--- config.mk ---
export PLATFORM = sky130hd
export DESIGN_NAME = ser_tx
export DESIGN_NICKNAME = d
export VERILOG_FILES = /design/src/rtl/ser_tx_pkg.sv /design/src/rtl/tx_frame_decode.sv /design/src/rtl/tx_hold_reg.sv /design/src/rtl/tx_serializer.sv /design/src/rtl/ser_tx.sv
export SDC_FILE = /design/constraint.sdc
export NUM_CORES = 1
export LEC_CHECK = 0
export BUFFER_PORTS_ARGS = -buffer_cell sky130_fd_sc_hd__clkbuf_2
export CAP_MARGIN = 20
export CORE_ASPECT_RATIO = 0.5
export CORE_UTILIZATION = 35
export DETAILED_ROUTE_END_ITERATION = 10
export SLEW_MARGIN = 20
export SYNTH_ARGS = -nofsm -noshare
export SYNTH_HDL_FRONTEND = slang
export SYNTH_SLANG_ARGS = --single-unit
--- constraint.sdc ---
create_clock -name clk_i -period 3 [get_ports clk_i]
set_input_delay 0.45 -clock clk_i [delete_from_list [all_inputs] [get_ports clk_i]]
set_output_delay 0.45 -clock clk_i [all_outputs]
set_load 0.01 [all_outputs]
--- src/rtl/ser_tx_pkg.sv ---
package ser_tx_pkg;
  localparam int DATA_W = 8;
  localparam int OVS    = 16;
  localparam int NB_W   = $clog2(DATA_W + 1);
  localparam int CNT_W  = $clog2(2 * OVS + 1);

  typedef enum logic [2:0] {ST_IDLE, ST_START, ST_DATA, ST_PAR, ST_STOP} tx_state_e;

  typedef struct packed {
    logic [NB_W-1:0]  nbits;
    logic             par_en;
    logic             par_bit;
    logic [CNT_W-1:0] stop_ticks;
  } frame_cfg_t;
endpackage

--- src/rtl/tx_frame_decode.sv ---
module tx_frame_decode
  import ser_tx_pkg::*;
(
  input  logic [5:0]        lcr_i,
  input  logic [DATA_W-1:0] data_i,
  output frame_cfg_t        cfg_o
);
  logic [NB_W-1:0]   nbits;
  logic [DATA_W-1:0] mask;
  logic              xor_d;

  assign nbits = NB_W'(5) + NB_W'(lcr_i[1:0]);

  for (genvar i = 0; i < DATA_W; i++) begin : g_mask
    assign mask[i] = (NB_W'(i) < nbits);
  end

  assign xor_d = ^(data_i & mask);

  always_comb begin
    cfg_o.nbits  = nbits;
    cfg_o.par_en = lcr_i[3];
    if (lcr_i[5]) cfg_o.par_bit = ~lcr_i[4];
    else          cfg_o.par_bit = lcr_i[4] ? xor_d : ~xor_d;
    if (!lcr_i[2])               cfg_o.stop_ticks = CNT_W'(OVS);
    else if (lcr_i[1:0] == 2'b00) cfg_o.stop_ticks = CNT_W'(OVS + OVS / 2);
    else                          cfg_o.stop_ticks = CNT_W'(2 * OVS);
  end
endmodule

--- src/rtl/tx_hold_reg.sv ---
module tx_hold_reg
  import ser_tx_pkg::*;
(
  input  logic              clk_i,
  input  logic              rst_ni,
  input  logic              wr_i,
  input  logic [DATA_W-1:0] data_i,
  input  logic              take_i,
  output logic              full_o,
  output logic [DATA_W-1:0] data_o
);
  always_ff @(posedge clk_i or negedge rst_ni) begin
    if (!rst_ni) begin
      full_o <= 1'b0;
      data_o <= '0;
    end else if (wr_i) begin
      // a write in the take cycle keeps the new byte held
      full_o <= 1'b1;
      data_o <= data_i;
    end else if (take_i) begin
      full_o <= 1'b0;
    end
  end
endmodule

--- src/rtl/tx_serializer.sv ---
module tx_serializer
  import ser_tx_pkg::*;
(
  input  logic              clk_i,
  input  logic              rst_ni,
  input  logic              tick_i,
  input  logic              avail_i,
  input  logic [DATA_W-1:0] data_i,
  input  frame_cfg_t        cfg_i,
  output logic              take_o,
  output logic              busy_o,
  output logic              line_o
);
  tx_state_e         state_q, state_nxt;
  logic [DATA_W-1:0] shreg_q;
  logic [CNT_W-1:0]  cnt_q, cnt_last;
  logic [NB_W-1:0]   bitn_q;
  frame_cfg_t        cfg_q;
  logic              bit_end;

  assign take_o   = (state_q == ST_IDLE) && avail_i;
  assign busy_o   = (state_q != ST_IDLE);
  assign cnt_last = (state_q == ST_STOP) ? cfg_q.stop_ticks - CNT_W'(1) : CNT_W'(OVS - 1);
  assign bit_end  = tick_i && (cnt_q == cnt_last);

  always_comb begin
    state_nxt = state_q;
    unique case (state_q)
      ST_IDLE:  state_nxt = avail_i ? ST_START : ST_IDLE;
      ST_START: state_nxt = ST_DATA;
      ST_DATA:  if (bitn_q == cfg_q.nbits - NB_W'(1))
                  state_nxt = cfg_q.par_en ? ST_PAR : ST_STOP;
      ST_PAR:   state_nxt = ST_STOP;
      ST_STOP:  state_nxt = ST_IDLE;
      default:  state_nxt = ST_IDLE;
    endcase
  end

  always_ff @(posedge clk_i or negedge rst_ni) begin
    if (!rst_ni) begin
      state_q <= ST_IDLE;
      shreg_q <= '0;
      cnt_q   <= '0;
      bitn_q  <= '0;
      cfg_q   <= '0;
    end else if (state_q == ST_IDLE) begin
      if (avail_i) begin
        state_q <= state_nxt;
        shreg_q <= data_i;
        cfg_q   <= cfg_i;
        cnt_q   <= '0;
        bitn_q  <= '0;
      end
    end else if (tick_i) begin
      if (bit_end) begin
        cnt_q   <= '0;
        state_q <= state_nxt;
        if (state_q == ST_DATA) begin
          shreg_q <= shreg_q >> 1;
          bitn_q  <= bitn_q + NB_W'(1);
        end
      end else begin
        cnt_q <= cnt_q + CNT_W'(1);
      end
    end
  end

  always_comb begin
    unique case (state_q)
      ST_START: line_o = 1'b0;
      ST_DATA:  line_o = shreg_q[0];
      ST_PAR:   line_o = cfg_q.par_bit;
      default:  line_o = 1'b1;
    endcase
  end
endmodule

--- src/rtl/ser_tx.sv ---
module ser_tx
  import ser_tx_pkg::*;
(
  input  logic              clk_i,
  input  logic              rst_ni,
  input  logic              tick16_i,
  input  logic              wr_i,
  input  logic [DATA_W-1:0] wr_data_i,
  input  logic [6:0]        line_ctrl_i,
  output logic              txd_o,
  output logic              thr_empty_o,
  output logic              tx_empty_o
);
  logic              hold_full, take, busy, line;
  logic [DATA_W-1:0] hold_data;
  frame_cfg_t        cfg;

  tx_hold_reg i_hold (
    .clk_i  (clk_i),
    .rst_ni (rst_ni),
    .wr_i   (wr_i),
    .data_i (wr_data_i),
    .take_i (take),
    .full_o (hold_full),
    .data_o (hold_data)
  );

  tx_frame_decode i_dec (
    .lcr_i  (line_ctrl_i[5:0]),
    .data_i (hold_data),
    .cfg_o  (cfg)
  );

  tx_serializer i_ser (
    .clk_i   (clk_i),
    .rst_ni  (rst_ni),
    .tick_i  (tick16_i),
    .avail_i (hold_full),
    .data_i  (hold_data),
    .cfg_i   (cfg),
    .take_o  (take),
    .busy_o  (busy),
    .line_o  (line)
  );

  assign txd_o       = line & ~line_ctrl_i[6];
  assign thr_empty_o = ~hold_full;
  assign tx_empty_o  = ~hold_full & ~busy;
endmodule

==> qor.csv <==
metric,value,unit
Max Clk Rate,422.2,MHz
clk slew on worst S/H paths,60,ps
DR vias/cell,5.003,
die area,6691,sq um
drt wl/cell,13.29,um
CP startpoint kind,flop,
register area,975.9,sq um
first-pass GRT wire length,7.548,mm
clk sink count,39,
largest net degree at the start of global routing,40,
worst r2r dst,i_ser.cnt_q[3]$_DFFE_PN0P_,
mean area per synthesized cell,9.496,sq um
"Clk Latency, worst-skew pair",280,ps
r2r setup slk,630,ps
I/O pins,22,
fillers,606,
clock root cell,clkbuf_16,
multi-input logic area,1125,sq um
dpl hpwl,3.278,mm
Final Max Slew Viols,0,
status,completed,
Iter 0 DRT Violations,41,
crit-path max FO,16,
Routed WL,4.533,mm
routed vias,1706,
number of synthesized register bits,39,
Peak supply drop,0.0002344,V
Initial Utilization,36.39,%
Hold Fails Final Rpt,0,
core region area,6106,sq um
die height,58.34,um
Congestion Overflow GR,0,
Post-Syn Instances,234,
Die W,114.7,um
Yosys cell types,44,
count of final setup violators,0,
clk buf depth,2,
diodes inserted,0,
Most used DFF post-synth,dfrtp_1,
Worst-Margin Slew,881.8,ps
antenna violations before repair,0,
CP Data Required Time,3210,ps
Post-Place Worst Slack,660.5,ps
post-synthesis sequential area ratio,43.92,%
PwrDens,534.3,nW/um^2
Worst Setup Path Type,flop to flop,
PnR worst setup slack,631.6,ps
CTS Hold Bufs,0,
Buffers on Ports,21,
clock skew,5.920,ps
number of synthesized flops with an enable pin,0,
period utilization,78.95,%
gr usage total,14.65,%
RSZ-0062 raised after global routing,no,
cts repair resizes,0,
num rows,20,
Cells after DPL,333,
Final Non-Filler Cells,341,
R2R cell count,5,
Layout Utilization,42.17,%
async set-reset flop share out of synthesis,100.0,%
crit path to,i_ser.cnt_q[3]$_DFFE_PN0P_,
# nets final,278,
fraction of layout cells with a size suffix above 1,18.58,%
CTS tree,built,
RR Startpoint,i_ser.state_q[1]$_DFFE_PN0P_,
Final Wtd Congestion,0.7750,
synth warn,0,
Syn Std Cell Area,2222,sq um
antenna violation net count after detailed routing,0,
Num CTS Buffers,5,
Post-CTS Setup Inserts,0,
worst hold-check path type,input pin to async pin,
DRC Markers,0,
H-tree Lvls,2,
hold_ws,291.2,ps
vias in the first global route,1574,
fin crit period,2368,ps
max-cap violations,0,
synthesis-to-layout area growth,15.88,%
TritonRoute pass-1 iters,6,
leakage,1.155,nW
Critical Path AT,2580,ps
headroom to the max-slew limit,41.21,%
Post-Syn Nets,260,
crit path launch,i_ser.state_q[1]$_DFFE_PN0P_,
Total Neg Setup Slack,0,ps
CP Capture Type,flop,
## report_power, final
part	total (mW)	internal [mW]	switching (mW)	leakage (nW)
clock	0.614	0.396	0.217	0.0844
combinational	0.151	0.0747	0.0763	0.639
sequential	0.611	0.566	0.0448	0.432
total	1.38	1.04	0.338	1.15
## worst max-delay path, stage by stage, from the launching register on
cell     delay (ps)
dfrtp_1         570
or3b_1          460
or3_1           380
and4_4          260
or4_1           500
mux2i_1         130
## area by class of cell
class | instances | area share [%]
inverter | 15 | 2.187
multi-input combinational | 166 | 43.68
clock inverter | 3 | 1.846
clock buffer | 5 | 4.859
tap | 88 | 4.276
timing repair buffer | 25 | 5.248
sequential | 39 | 37.90
## synthesized netlist by cell type, types with 5 or more instances
library cell	instances	area (sq um)
mux2_2	9	101.4
ha_1	7	87.58
nor3_1	5	25.02
o21ai_0	7	35.03
dfrtp_1	39	975.9
or3_1	5	31.28
nor2_1	18	67.56
a21oi_1	14	70.07
nand3_1	11	55.05
nand2_1	20	75.07
xnor2_1	10	87.58
inv_1	15	56.30
o22a_1	7	61.31
clkbuf_1	10	37.54
nand4_1	5	31.28
mux2i_1	7	70.07
## layer usage
| metal | GRT usage, % | up-vias | part of all wire (%) |
|---|---|---|---|
| met5 | 0 | - | 0 |
| met4 | 3.340 | 0 | 0.79 |
| met3 | 3.708 | 4 | 4.7 |
| met2 | 21.90 | 39 | 43 |
| met1 | 21.43 | 796 | 51 |
| li1 | - | 867 | - |
## registers in the layout, summed over array words and instances (netlist names)
| signal | flops |
|---|---|
| i_ser.cnt_q | 6 |
| i_ser.state_q | 3 |
| i_ser.cfg_q | 9 |
| i_hold.full_o | 1 |
| i_ser.shreg_q | 8 |
| i_hold.data_o | 8 |
| i_ser.bitn_q | 4 |
## cell families (layout without fill, tap and decap cells)
| kind of cell | count (synthesis) | after routing | synth area share, % |
|---|---|---|---|
| fa+ha+maj | 7 | 7 | 3.941 |
| flops | 39 | 39 | 43.92 |
| buf+inv | 29 | 48 | 5.743 |
| mux | 16 | 16 | 7.714 |
| xor+xnor | 13 | 13 | 5.743 |
| compound gates | 48 | 48 | 13.85 |
| simple gates | 82 | 82 | 19.09 |
## how the worst min path moves through the flow
stage | depth (start not counted) | slack, ps | endpoint | start
2_1_floorplan | 0 | 150 | i_hold.data_o[0]$_DFFE_PN0P_ | rst_ni
4_1_cts | 1 | 360 | i_ser.bitn_q[2]$_DFFE_PN0P_ | rst_ni
5_1_grt | 1 | 370 | i_ser.cfg_q[7]$_DFFE_PN0P_ | rst_ni
3_3_place_gp | 1 | 480 | i_ser.shreg_q[6]$_DFFE_PN0P_ | i_ser.shreg_q[6]$_DFFE_PN0P_
6_report | 1 | 290 | i_ser.cfg_q[7]$_DFFE_PN0P_ | rst_ni
3_5_place_dp | 1 | 500 | i_ser.shreg_q[6]$_DFFE_PN0P_ | i_ser.shreg_q[6]$_DFFE_PN0P_
## per-stage QoR
step	area, sq um	power (mW)
final	2575	1.376
after global routing	2575	1.442
after CTS	2575	1.390
after detailed placement	2402	0.7716
after global placement	2402	0.7658
after floorplan	2222	0.7155
## placed cells by master (no fill, tap or decap), types with 5 or more instances in the layout
cell type	count
a21oi_1	14
clkbuf_2	20
dfrtp_1	39
nand3_1	11
nor3_1	5
nor2_1	18
nand2_1	20
mux2_2	9
nand4_1	5
o21ai_0	7
xnor2_1	10
ha_1	7
clkbuf_16	5
inv_1	15
o22a_1	7
mux2i_1	7
or3_1	5
No activity file was read; power rests on OpenSTA's default activity.
